===== src/rtl/tdm_sync_pkg.sv =====
package tdm_sync_pkg;

    typedef enum logic [1:0] {
        ST_LOW = 2'd0,
        ST_HI1 = 2'd1,
        ST_HI2 = 2'd2,
        ST_HIX = 2'd3
    } sync_state_e;

    typedef struct packed {
        logic start;
        logic marker;
        logic normal;
        logic bad;
    } sync_evt_t;

endpackage


===== src/rtl/sync_width_fsm.sv =====
module sync_width_fsm
    import tdm_sync_pkg::*;
(
    input  logic      clk,
    input  logic      rst_n,
    input  logic      sync_in,
    output logic      start_now,
    output logic      marker_now,
    output logic      valid_now,
    output sync_evt_t evt_q
);

    sync_state_e state_q;
    sync_state_e state_d;
    sync_evt_t   evt_d;

    // Next state and per-edge classification
    always_comb begin
        state_d = state_q;
        evt_d   = '0;
        unique case (state_q)
            ST_LOW: begin
                if (sync_in) begin
                    state_d     = ST_HI1;
                    evt_d.start = 1'b1;
                end
            end
            ST_HI1: begin
                if (sync_in) begin
                    state_d = ST_HI2;
                end else begin
                    state_d      = ST_LOW;
                    evt_d.marker = 1'b1;
                end
            end
            ST_HI2: begin
                if (sync_in) begin
                    state_d = ST_HIX;
                end else begin
                    state_d      = ST_LOW;
                    evt_d.normal = 1'b1;
                end
            end
            ST_HIX: begin
                if (!sync_in) begin
                    state_d   = ST_LOW;
                    evt_d.bad = 1'b1;
                end
            end
            default: state_d = ST_LOW;
        endcase
    end

    // State register
    always_ff @(posedge clk or negedge rst_n) begin
        if (!rst_n) begin
            state_q <= ST_LOW;
        end else begin
            state_q <= state_d;
        end
    end

    // Registered output strobes
    always_ff @(posedge clk or negedge rst_n) begin
        if (!rst_n) begin
            evt_q <= '0;
        end else begin
            evt_q <= evt_d;
        end
    end

    assign start_now  = evt_d.start;
    assign marker_now = evt_d.marker;
    assign valid_now  = evt_d.marker | evt_d.normal;

    assert_flags_exclusive_R2: assert property (@(posedge clk) disable iff (!rst_n)
        $onehot0(evt_q));

    assert_start_single_R2: assert property (@(posedge clk) disable iff (!rst_n)
        evt_q.start |=> !evt_q.start);

    assert_marker_after_start_R4: assert property (@(posedge clk) disable iff (!rst_n)
        evt_q.marker |-> $past(evt_q.start));

    assert_normal_after_start_R5: assert property (@(posedge clk) disable iff (!rst_n)
        evt_q.normal |-> $past(evt_q.start, 2));

endmodule


===== src/rtl/frame_bit_counter.sv =====
module frame_bit_counter #(
    parameter int CNT_W = 10,
    parameter int TOL   = 4
) (
    input  logic             clk,
    input  logic             rst_n,
    input  logic             start_evt,
    input  logic             valid_evt,
    input  logic [CNT_W-1:0] frame_len,
    output logic [CNT_W-1:0] bit_cnt,
    output logic             sync_lost
);

    localparam logic [CNT_W-1:0] CNT_MAX = '1;
    localparam logic [CNT_W:0]   TOL_X   = (CNT_W + 1)'(TOL);

    logic [CNT_W:0] limit;
    logic           overdue;

    assign limit   = {1'b0, frame_len} + TOL_X;
    assign overdue = ({1'b0, bit_cnt} >= limit);

    always_ff @(posedge clk or negedge rst_n) begin
        if (!rst_n) begin
            bit_cnt   <= '0;
            sync_lost <= 1'b0;
        end else begin
            if (start_evt) begin
                bit_cnt <= '0;
            end else if (bit_cnt != CNT_MAX) begin
                bit_cnt <= bit_cnt + 1'b1;
            end
            if (valid_evt) begin
                sync_lost <= 1'b0;
            end else if (!start_evt && overdue) begin
                sync_lost <= 1'b1;
            end
        end
    end

    assert_start_zero_R3: assert property (@(posedge clk) disable iff (!rst_n)
        start_evt |=> bit_cnt == '0);

    assert_count_step_R3: assert property (@(posedge clk) disable iff (!rst_n)
        (!start_evt && bit_cnt != CNT_MAX) |=> bit_cnt == $past(bit_cnt) + 1'b1);

    assert_lost_cause_R7: assert property (@(posedge clk) disable iff (!rst_n)
        $rose(sync_lost) |-> ($past({1'b0, bit_cnt}) >= $past(limit)));

    assert_lost_clear_R8: assert property (@(posedge clk) disable iff (!rst_n)
        valid_evt |=> !sync_lost);

endmodule


===== src/rtl/superframe_tracker.sv =====
module superframe_tracker #(
    parameter int SF_W      = 8,
    parameter int SF_FRAMES = 96
) (
    input  logic            clk,
    input  logic            rst_n,
    input  logic            start_evt,
    input  logic            marker_evt,
    output logic [SF_W-1:0] sf_cnt,
    output logic            sf_mismatch
);

    localparam logic [SF_W-1:0] SF_MAX  = '1;
    localparam logic [SF_W-1:0] SF_GOAL = SF_W'(SF_FRAMES);

    logic sf_seen;

    always_ff @(posedge clk or negedge rst_n) begin
        if (!rst_n) begin
            sf_cnt      <= '0;
            sf_seen     <= 1'b0;
            sf_mismatch <= 1'b0;
        end else begin
            sf_mismatch <= marker_evt && sf_seen && (sf_cnt != SF_GOAL);
            if (marker_evt) begin
                sf_cnt  <= '0;
                sf_seen <= 1'b1;
            end else if (start_evt && sf_cnt != SF_MAX) begin
                sf_cnt <= sf_cnt + 1'b1;
            end
        end
    end

    assert_marker_clears_R9: assert property (@(posedge clk) disable iff (!rst_n)
        marker_evt |=> sf_cnt == '0);

    assert_sf_step_R9: assert property (@(posedge clk) disable iff (!rst_n)
        (start_evt && sf_cnt != SF_MAX) |=> sf_cnt == $past(sf_cnt) + 1'b1);

    assert_no_mismatch_idle_R10: assert property (@(posedge clk) disable iff (!rst_n)
        !$past(marker_evt) |-> !sf_mismatch);

endmodule


===== src/rtl/tdm_fsync_rx.sv =====
module tdm_fsync_rx
    import tdm_sync_pkg::*;
#(
    parameter int CNT_W     = 10,
    parameter int TOL       = 4,
    parameter int SF_W      = 8,
    parameter int SF_FRAMES = 96
) (
    input  logic             clk,
    input  logic             rst_n,
    input  logic             fsync_in,
    input  logic [CNT_W-1:0] frame_len,
    output logic             frame_start,
    output logic             sf_mark,
    output logic             norm_mark,
    output logic             width_err,
    output logic             sync_lost,
    output logic [CNT_W-1:0] bit_cnt,
    output logic [SF_W-1:0]  sf_cnt,
    output logic             sf_mismatch
);

    logic      start_now;
    logic      marker_now;
    logic      valid_now;
    sync_evt_t evt_q;

    sync_width_fsm u_fsm (
        .clk        (clk),
        .rst_n      (rst_n),
        .sync_in    (fsync_in),
        .start_now  (start_now),
        .marker_now (marker_now),
        .valid_now  (valid_now),
        .evt_q      (evt_q)
    );

    frame_bit_counter #(
        .CNT_W (CNT_W),
        .TOL   (TOL)
    ) u_cnt (
        .clk       (clk),
        .rst_n     (rst_n),
        .start_evt (start_now),
        .valid_evt (valid_now),
        .frame_len (frame_len),
        .bit_cnt   (bit_cnt),
        .sync_lost (sync_lost)
    );

    superframe_tracker #(
        .SF_W      (SF_W),
        .SF_FRAMES (SF_FRAMES)
    ) u_sf (
        .clk         (clk),
        .rst_n       (rst_n),
        .start_evt   (start_now),
        .marker_evt  (marker_now),
        .sf_cnt      (sf_cnt),
        .sf_mismatch (sf_mismatch)
    );

    assign frame_start = evt_q.start;
    assign sf_mark     = evt_q.marker;
    assign norm_mark   = evt_q.normal;
    assign width_err   = evt_q.bad;

    assert_mismatch_marker_R10: assert property (@(posedge clk) disable iff (!rst_n)
        sf_mismatch |-> sf_mark);

    assert_start_zero_count_R3: assert property (@(posedge clk) disable iff (!rst_n)
        frame_start |-> bit_cnt == '0);

    assert_mark_zero_sf_R9: assert property (@(posedge clk) disable iff (!rst_n)
        sf_mark |-> sf_cnt == '0);

endmodule


===== config.mk =====
export PLATFORM = sky130hd
export DESIGN_NAME = tdm_fsync_rx
export DESIGN_NICKNAME = d
export VERILOG_FILES = /design/src/rtl/tdm_sync_pkg.sv /design/src/rtl/sync_width_fsm.sv /design/src/rtl/frame_bit_counter.sv /design/src/rtl/superframe_tracker.sv /design/src/rtl/tdm_fsync_rx.sv
export SDC_FILE = /design/constraint.sdc
export NUM_CORES = 1
export LEC_CHECK = 0
export ABC_AREA = 1
export BUFFER_PORTS_ARGS = -buffer_cell sky130_fd_sc_hd__buf_2
export CORE_ASPECT_RATIO = 0.6
export CORE_MARGIN = 2
export CORE_UTILIZATION = 58
export DETAILED_ROUTE_END_ITERATION = 12
export PLACE_DENSITY = 0.84
export REMOVE_ABC_BUFFERS = 1
export SLEW_MARGIN = 20
export SYNTH_ARGS = -nofsm -noshare
export SYNTH_HDL_FRONTEND = slang
export SYNTH_SLANG_ARGS = --single-unit

===== constraint.sdc =====
create_clock -name clk -period 2.1 [get_ports clk]
set_input_delay 0.42 -clock clk [delete_from_list [all_inputs] [get_ports clk]]
set_output_delay 0.42 -clock clk [all_outputs]
set_load 0.02 [all_outputs]

-- Yosys cells after proc, flatten, opt, wreduce, memory -nomap -nowiden
Index checks and enable logic that the tools add are counted.
- register bits: 27
- bits in latches: 0
- bits in writable memories: 0
- memory bits (read-only): 0
- input bits: 13
- output and inout bits: 24
- logic and storage cells: 50
- memories: 0
- add/subtract/negate cells: 3
- multiply operators: 0
- divide/modulo/power cells: 0
- order comparisons: 1
- equality and inequality tests: 8
- shifts and indexed selects: 0
- mux-type cells: 17
- bitwise logic cells: 1
- reduce and logical (&&, ||, !) cells: 10
- operators with widths (kind ; count):
    $mux 10 ; 2
    $mux 8 ; 2
    $add 10x3->11 const B ; 1
    $ge 10x11->1 ; 1
    $add 10x1->10 const B ; 1
    $ne 10x10->1 const B ; 1
    $add 8x1->8 const B ; 1
    $mux 1 ; 8
    $mux 2 ; 4
    $ne 8x7->1 const B ; 1
    $ne 8x8->1 const B ; 1
    $pmux 2 s4 ; 1
    $reduce_bool 2->1 ; 3
    $eq 2x2->1 const B ; 2
    $logic_and 1x1->1 ; 4
    $ne 2x2->1 const B ; 2
    $eq 2x1->1 const B ; 1
    $logic_not 2->1 ; 1
    $reduce_and 2->1 ; 1
    $logic_not 1->1 ; 1
    $or 1x1->1 ; 1

-- Longest topological paths before layout
Gate-level depths: netlist of the first run.
- depth in word-level cells: 6
- depth in mapped cells: 14
- depth with buffers taken out: 14

-- By module
Synthesis of the first run repeated with hierarchy kept, for this count alone.
- cell total of the unflattened synthesis: 232
- area total of the unflattened synthesis: 1783.0 um2
- by module, submodules not included (module ; times used ; cells an instance ; area an instance (um2) ; sequential area each (um2)):
    frame_bit_counter ; 1 ; 132 ; 955.9 ; 275.3
    superframe_tracker ; 1 ; 82 ; 610.6 ; 250.2
    sync_width_fsm ; 1 ; 18 ; 216.5 ; 150.1

-- Least setup slack after synthesis of the first run
Ideal clock, no wire load.
- kind: input port to flip-flop
- start point: input frame_len[2]
- end point: register u_cnt.sync_lost
- library setup time: 77 ps
- data arrival time: 1824 ps
- required time: 2023 ps
- setup slack: 198 ps
- stages: 14
- path buffers: 0
- cells stage by stage: ha_1 -> inv_1 -> nor2_1 -> nand3_1 -> xor2_1 -> ha_1 -> nand3_1 -> nor2_1 -> nand2_1 -> nand2_1 -> nand2_1 -> nand3_1 -> nand2_1 -> a21oi_1
- word-level cells in the longest chain between the ends: 4
- ends and longest elaborated chain (item ; line ; RTL):
    start, declared ; tdm_fsync_rx.sv:12 ; input logic [CNT_W-1:0] frame_len,
    $add 10x3->11 ; frame_bit_counter.sv:20 ; assign limit = {1'b0, frame_len} + TOL_X;
    $ge 10x11->1 ; frame_bit_counter.sv:21 ; assign overdue = ({1'b0, bit_cnt} >= limit);
    $logic_and 1x1->1 ; frame_bit_counter.sv:35 ; end else if (!start_evt && overdue) begin
    $reduce_bool 2->1 (no line) ; n/a ;
    end signal, assigned ; frame_bit_counter.sv:26 ; sync_lost <= 1'b0;
    end signal, assigned ; frame_bit_counter.sv:34 ; sync_lost <= 1'b0;
    end signal, assigned ; frame_bit_counter.sv:36 ; sync_lost <= 1'b1;
    end, declared ; frame_bit_counter.sv:11 ; output logic sync_lost
No other way between the ends.
A chain may end at the register's enable or synchronous reset.

-- Final worst setup path of the first run
Ends and elaborated chain as after synthesis.

==> flow_summary.toml, run 1 <==
[outcome]
status = "completed"

[route]
dr.pass1.iters = 4
vias = 1517
drc = 0
ant_nets = 0
drtIter0Drc = 101
wirelength_um = 3630
wl_per_cell_um = 12.6
vias_per_cell = 5.25

[critical_path]
crit_path_start_kind = "input port"
critical_path_class = "in -> reg"
cp_common_cell = "nand2_1"
crit_slowest_cell = "ha_1"
required_ns = 2.30
slowest_delay_ns = 0.30
cp_cell_sequence = "buf_2 > ha_1 > inv_1 > nor2_2 > buf_4 > xnor2_1 > ha_1 > nand2_1 > nor2_1 > nand2_1 > nand2_1 > nand2_1 > nand3_1 > nand2_1 > a21oi_1"
cp-end-kind = "register"
worstPathMaxFanout = 3
critical-path-top-delay-family = "simple AND/OR/NAND/NOR gates"
cp_data_arrival_time_ns = 2.06
critical_path_buf_inv_count = 3

[synth]
yosysWarnings = 0
ys_top_cells_by_count = "nand2_1 (39), dfrtp_1 (27), inv_1 (21), nor2_1 (17)"
syn_avg_cell_area_um2 = 8.44
yosysMostFrequentCell = "nand2_1"
async_flop_share_pct = 100
synth_compound_area_share_pct = 9.21
synth_top_family_by_area = "simple AND/OR/NAND/NOR gates"
ys_types = 31
ys_seq_area_share_pct = 38.8
postSynthRegisterBits = 27
syn_inst = 206
synthXorXnorAreaFrac_pct = 6.04
syn_area_mm2 = 0.00174
synth_top_area_share_pct = 38.8
yosys.area_share.simple_pct = 29.6
synth_top_area_cell = "dfrtp_1"
synthMuxAreaShare_pct = 0
synth_edf_count = 0
synth_top_flop_cell = "dfrtp_1"
synthAdderAreaFrac_pct = 10.1
synth_area_leaders = "dfrtp_1 (39%), ha_1 (10%), nand2_1 (8.4%), inv_1 (4.5%), nand3_1 (4.0%)"

[floorplan]
die_y_um = 46.4
dieArea_mm2 = 0.00347
initial_utilization_pct = 60.6
rows = 15
fp.dieW_um = 74.7
fp.coreArea_mm2 = 0.00287
ioPinCount = 37

[clocking]
cts.sinks = 27
clockBufferDepth = 2
post_cts_buffers = 0
cts_tree = "yes"
root_buffer = "clkbuf_8"
cts_made_buffers = 3
insertion_delay_ns = 0.27
htree_levels = 1
path_clk_slew_ns = 0.08

[global_routing]
antenna_found_initial = 0
met1_usage_pct = 36.4
grt_max_degree = 28
grt.overflow.total = 0
grt_util_met2_pct = 32.2
use_met3_pct = 5.91
top_usage_layer = "met1"
grt_use_total_pct = 23.2
first_global_vias = 1298
grt_pass1_wl_um = 5900

[min_path]
hp-class = "in -> async"

[sta]
slew_violations = 0
hold_viol = 0
fin_crit_ns = 1.86
grt_setup_unrepaired = "no"
whs_ns = 0.138
worst_pin_slew_ns = 0.578
slew_headroom_pct = 61.5
setup_slack_ns = 0.241
final-setup-viol-count = 0
finClkSkew_ns = 0.00315
timing.final.crit_share_pct = 88.5
max_freq_mhz = 538

[place]
gp_congestion = 0.824
io_buffer_count = 36
placed_cell_area_mm2 = 0.00198
dp_slack_ns = -0.0417
post-dp-hpwl_um = 2870
dp_cells = 285

[layout]
drive_gt1_share_pct = 28.3
fin_cells = 289
finalInstanceArea_mm2 = 0.00203
area_growth_pct = 16.5
final_net_count = 275
num_antenna_cells = 0

[flow_run]
max_cap_violations = 0

[power]
cellPowerDensity_mw_per_mm2 = 756
finalPower_mw = 1.53
peakVddDrop_v = 0.000520
leakagePower_nw = 1.06
path summary, 6_finish.rpt:
path | from | slack, ns | to | depth (start not counted)
worst max-delay path | frame_len[2] | 0.24 | u_cnt.sync_lost$_DFFE_PN0P_ | 15
worst min-delay path | rst_n | 0.14 | u_sf.sf_cnt[2]$_DFFE_PN0P_ | 1
worst max register to register | u_sf.sf_cnt[0]$_DFFE_PN0P_ | 0.48 | u_sf.sf_cnt[0]$_DFFE_PN0P_ | 8
worst min register to register | u_sf.sf_seen$_DFFE_PN0P_ | 0.47 | u_sf.sf_seen$_DFFE_PN0P_ | 1
max in group asynchronous | rst_n | 1.58 | u_fsm.state_q[0]$_DFFE_PN0P_ | 1
min in group clk | fsync_in | 0.42 | u_fsm.evt_q[2]$_DFF_PN0_ | 2
stage by stage:
| step | TNS [ns] | util, % |
|---|---|---|
| after floorplan | 0 | - |
| after global placement | 0 | 68.9 |
| after detailed placement | -0.0417 | 68.9 |
| after CTS | 0 | 70.5 |
| after global routing | 0 | 70.6 |
| final | 0 | 70.6 |
cells in the final DEF (no fill, tap or decap), drive strengths merged:
cell,netlist,final
or2,1,1
and3b,1,1
nand4,4,4
a21oi,9,9
dfrtp,27,27
and3,1,1
o21ai,16,16
o31ai,2,2
a41oi,1,1
buf,0,37
xor2,7,7
nor4,1,1
nor3,6,6
nand3,15,15
ha,14,14
nand2,47,47
inv,28,28
nor2,21,21
clkbuf,0,4
xnor2,5,5
worst register-to-register path, cell delays in order (launching register included):
cell     delay [ns]
dfrtp_1        0.49
ha_1           0.21
nand2_1        0.12
nor3_2         0.22
nand3_2        0.12
nand2_4        0.10
inv_2          0.07
nor2_1         0.12
a21oi_2        0.04
sequential cells by signal, summed over array words and instances, names as in the netlist:
| signal | flops |
|---|---|
| u_cnt.sync_lost | 1 |
| u_sf.sf_mismatch | 1 |
| u_sf.sf_seen | 1 |
| u_sf.sf_cnt | 8 |
| u_cnt.bit_cnt | 10 |
| u_fsm.evt_q | 4 |
| u_fsm.state_q | 2 |
cells by family after synthesis:
family | count (synthesis)
xor+xnor | 12
buf+inv | 28
simple gates | 97
flops | 27
compound gates | 28
fa+ha+maj | 14
power by group:
part / switching (mW) / internal [mW] / total (mW) / leakage [nW]
Clock: 0.147 / 0.136 / 0.282 / 0.0228
Combinational: 0.361 / 0.193 / 0.553 / 0.685
Sequential: 0.103 / 0.595 / 0.698 / 0.356
Total: 0.610 / 0.923 / 1.53 / 1.06
final cells by class:
class | instances | area (um2)
sequential | 27 | 676
tap | 42 | 52.6
clock buffer | 4 | 45.0
timing repair buffer | 37 | 188
fill | 238 | 845
inverter | 28 | 108
multi-input combinational | 151 | 958
layer usage:
metal,wire length (um),up-vias
li1,-,758
met1,1850,699
met2,1460,56
met3,285,4
met4,27,0
met5,0,-
timing repair:
action,4_1_cts,5_1_grt
gates resized for setup,0,1
hold buffers,0,0
endpoints found under the setup margin,0,1
(Power assumes the default switching activity.)
==> run 2, diff against run 1 <==
MAX_ROUTING_LAYER = met4   (was default)
REMOVE_ABC_BUFFERS = default   (was 1)
clock period = 2.18 ns   (was 2.1 ns; I/O delays follow)
==> flow_summary.toml, run 2 (synthesis gave the netlist of run 1 again) <==
[critical_path]
worstPathMaxFanout = 3
slowest_delay_ns = 0.27
r2r_cells = 8
reg2reg_from = "u_sf.sf_cnt[0]$_DFFE_PN0P_"
cp-endpoint = "u_cnt.sync_lost$_DFFE_PN0P_"
reg2reg_to = "u_sf.sf_cnt[5]$_DFFE_PN0P_"
cp_cell_sequence = "buf_2 > ha_1 > inv_1 > nor2_1 > buf_4 > xnor2_1 > ha_1 > nand2_1 > inv_1 > a21oi_1 > nand2_1 > nand2_1 > nand3_1 > nand2_1 > a21oi_1"
reg2reg_slack_ns = 0.54
crit_start = "frame_len[2]"
critical_path_buf_inv_count = 4
cp-end-kind = "register"
crit_slowest_cell = "ha_1"
cp_data_arrival_time_ns = 2.06
cp_common_cell = "nand2_1"
worst-path-stages = 15
required_ns = 2.34
crit_path_start_kind = "input port"
critical_path_class = "in -> reg"
critical-path-top-delay-family = "simple AND/OR/NAND/NOR gates"

[sta]
slew_headroom_pct = 60.7
hold_viol = 0
slew_violations = 0
timing.final.crit_share_pct = 87.4
max_freq_mhz = 525
finClkSkew_ns = 0.00620
setup_slack_ns = 0.275
worst_pin_slew_ns = 0.589
grt_setup_unrepaired = "no"
final-setup-viol-count = 0
fin_crit_ns = 1.90

[route]
vias_per_cell = 5.26
drtIter0Drc = 148
vias = 1519
wl_per_cell_um = 13.1
ant_nets = 0
drc = 0
dr.pass1.iters = 4
wirelength_um = 3780

[layout]
area_growth_pct = 16.4
num_antenna_cells = 0
drive_gt1_share_pct = 27.9
top_regs = "u_cnt.bit_cnt: 10 flops, u_sf.sf_cnt: 8 flops, u_fsm.evt_q: 4 flops"
multi_input_area_um2 = 956
largest_reg_flops = 10
postLayoutCoreUtil_pct = 70.5
mostFrequentLayoutCell = "nand2_1"
layout_common_cells = "nand2_1 (39), buf_2 (36), dfrtp_1 (27)"
largest_register = "u_cnt.bit_cnt"
nFillCells = 243
final_net_count = 275
final-seq-area_um2 = 676

[clocking]
clockBufferDepth = 2
htree_levels = 1
post_cts_resized = 0
path_clk_slew_ns = 0.09
root_buffer = "clkbuf_8"
cts.sinks = 27
insertion_delay_ns = 0.27
post_cts_buffers = 0
cts-hold-fix-buffers = 0
cts_made_buffers = 3
cts_tree = "yes"

[floorplan]
rows = 15
dieArea_mm2 = 0.00347
die_y_um = 46.4
fp.dieW_um = 74.7
fp.coreArea_mm2 = 0.00287
ioPinCount = 37
initial_utilization_pct = 60.6

[global_routing]
antenna_found_initial = 0
grt_max_degree = 28
grt_use_total_pct = 25.9
grt.overflow.total = 0
grt_pass1_wl_um = 6380
first_global_vias = 1406

[power]
peakVddDrop_v = 0.000507
leakagePower_nw = 1.06
cellPowerDensity_mw_per_mm2 = 732
finalPower_mw = 1.48

[place]
dp_slack_ns = -0.00123
io_buffer_count = 36
gp_congestion = 0.884
post-dp-hpwl_um = 3020

[synth]
synth_nets = 233

[flow_run]
max_cap_violations = 0

[min_path]
hp-class = "in -> async"

[outcome]
status = "completed"
[run 2: cell count changes in the layout (fill, tap and decap cells not counted)]
cell,before,now
nor2_1,16,17
nor2_2,4,3
[run 2: layer usage]
metal	vias to the layer above	track usage [%]	part of all wire, %
met5	-	-	0
met4	0	7.50	1.5
met3	8	5.25	8.9
met2	72	38.1	43
met1	680	36.4	47
li1	759	-	-
[run 2: worst register-to-register path: cells and delay by family, from the launching register on]
kind / cells / cell delay, ns
compound gates: 1 / 0.09
fa+ha+maj: 1 / 0.21
buf+inv: 1 / 0.08
flops: 1 / 0.50
simple gates: 5 / 0.65
[run 2: final cells by class]
cell class              instances  share of cell area (%)
clock buffers                   4                    2.22
inverters                      28                    5.32
multi-input cells             151                    47.2
flip-flops and latches         27                    33.4
well taps                      42                    2.60
repair buffers                 37                    9.27
[run 2: how the worst min path moves through the flow]
stage | startpoint | to | depth (start not counted)
after floorplan | rst_n | u_cnt.bit_cnt[0]$_DFFE_PN0P_ | 0
after global placement | u_sf.sf_seen$_DFFE_PN0P_ | u_sf.sf_seen$_DFFE_PN0P_ | 1
after detailed placement | u_sf.sf_seen$_DFFE_PN0P_ | u_sf.sf_seen$_DFFE_PN0P_ | 1
after CTS | rst_n | u_sf.sf_mismatch$_DFF_PN0_ | 1
after global routing | rst_n | u_sf.sf_mismatch$_DFF_PN0_ | 1
final | rst_n | u_sf.sf_mismatch$_DFF_PN0_ | 1
[run 2: where the power goes]
group / total [mW] / internal, mW / switching [mW]
sequential: 0.670 / 0.573 / 0.0976
combinational: 0.532 / 0.185 / 0.347
clock: 0.280 / 0.131 / 0.149
total: 1.48 / 0.889 / 0.594
[run 2: stage by stage]
stage / instance area, um2 / hold WS [ns] / TNS, ns / std cells
2_1_floorplan: 1740 / 0.140 / 0 / 206
3_3_place_gp: 1980 / 0.454 / 0 / 285
3_5_place_dp: 1980 / 0.460 / -0.00123 / 285
4_1_cts: 2020 / 0.178 / 0 / 289
5_1_grt: 2020 / 0.198 / 0 / 289
6_report: 2020 / 0.154 / 0 / 289
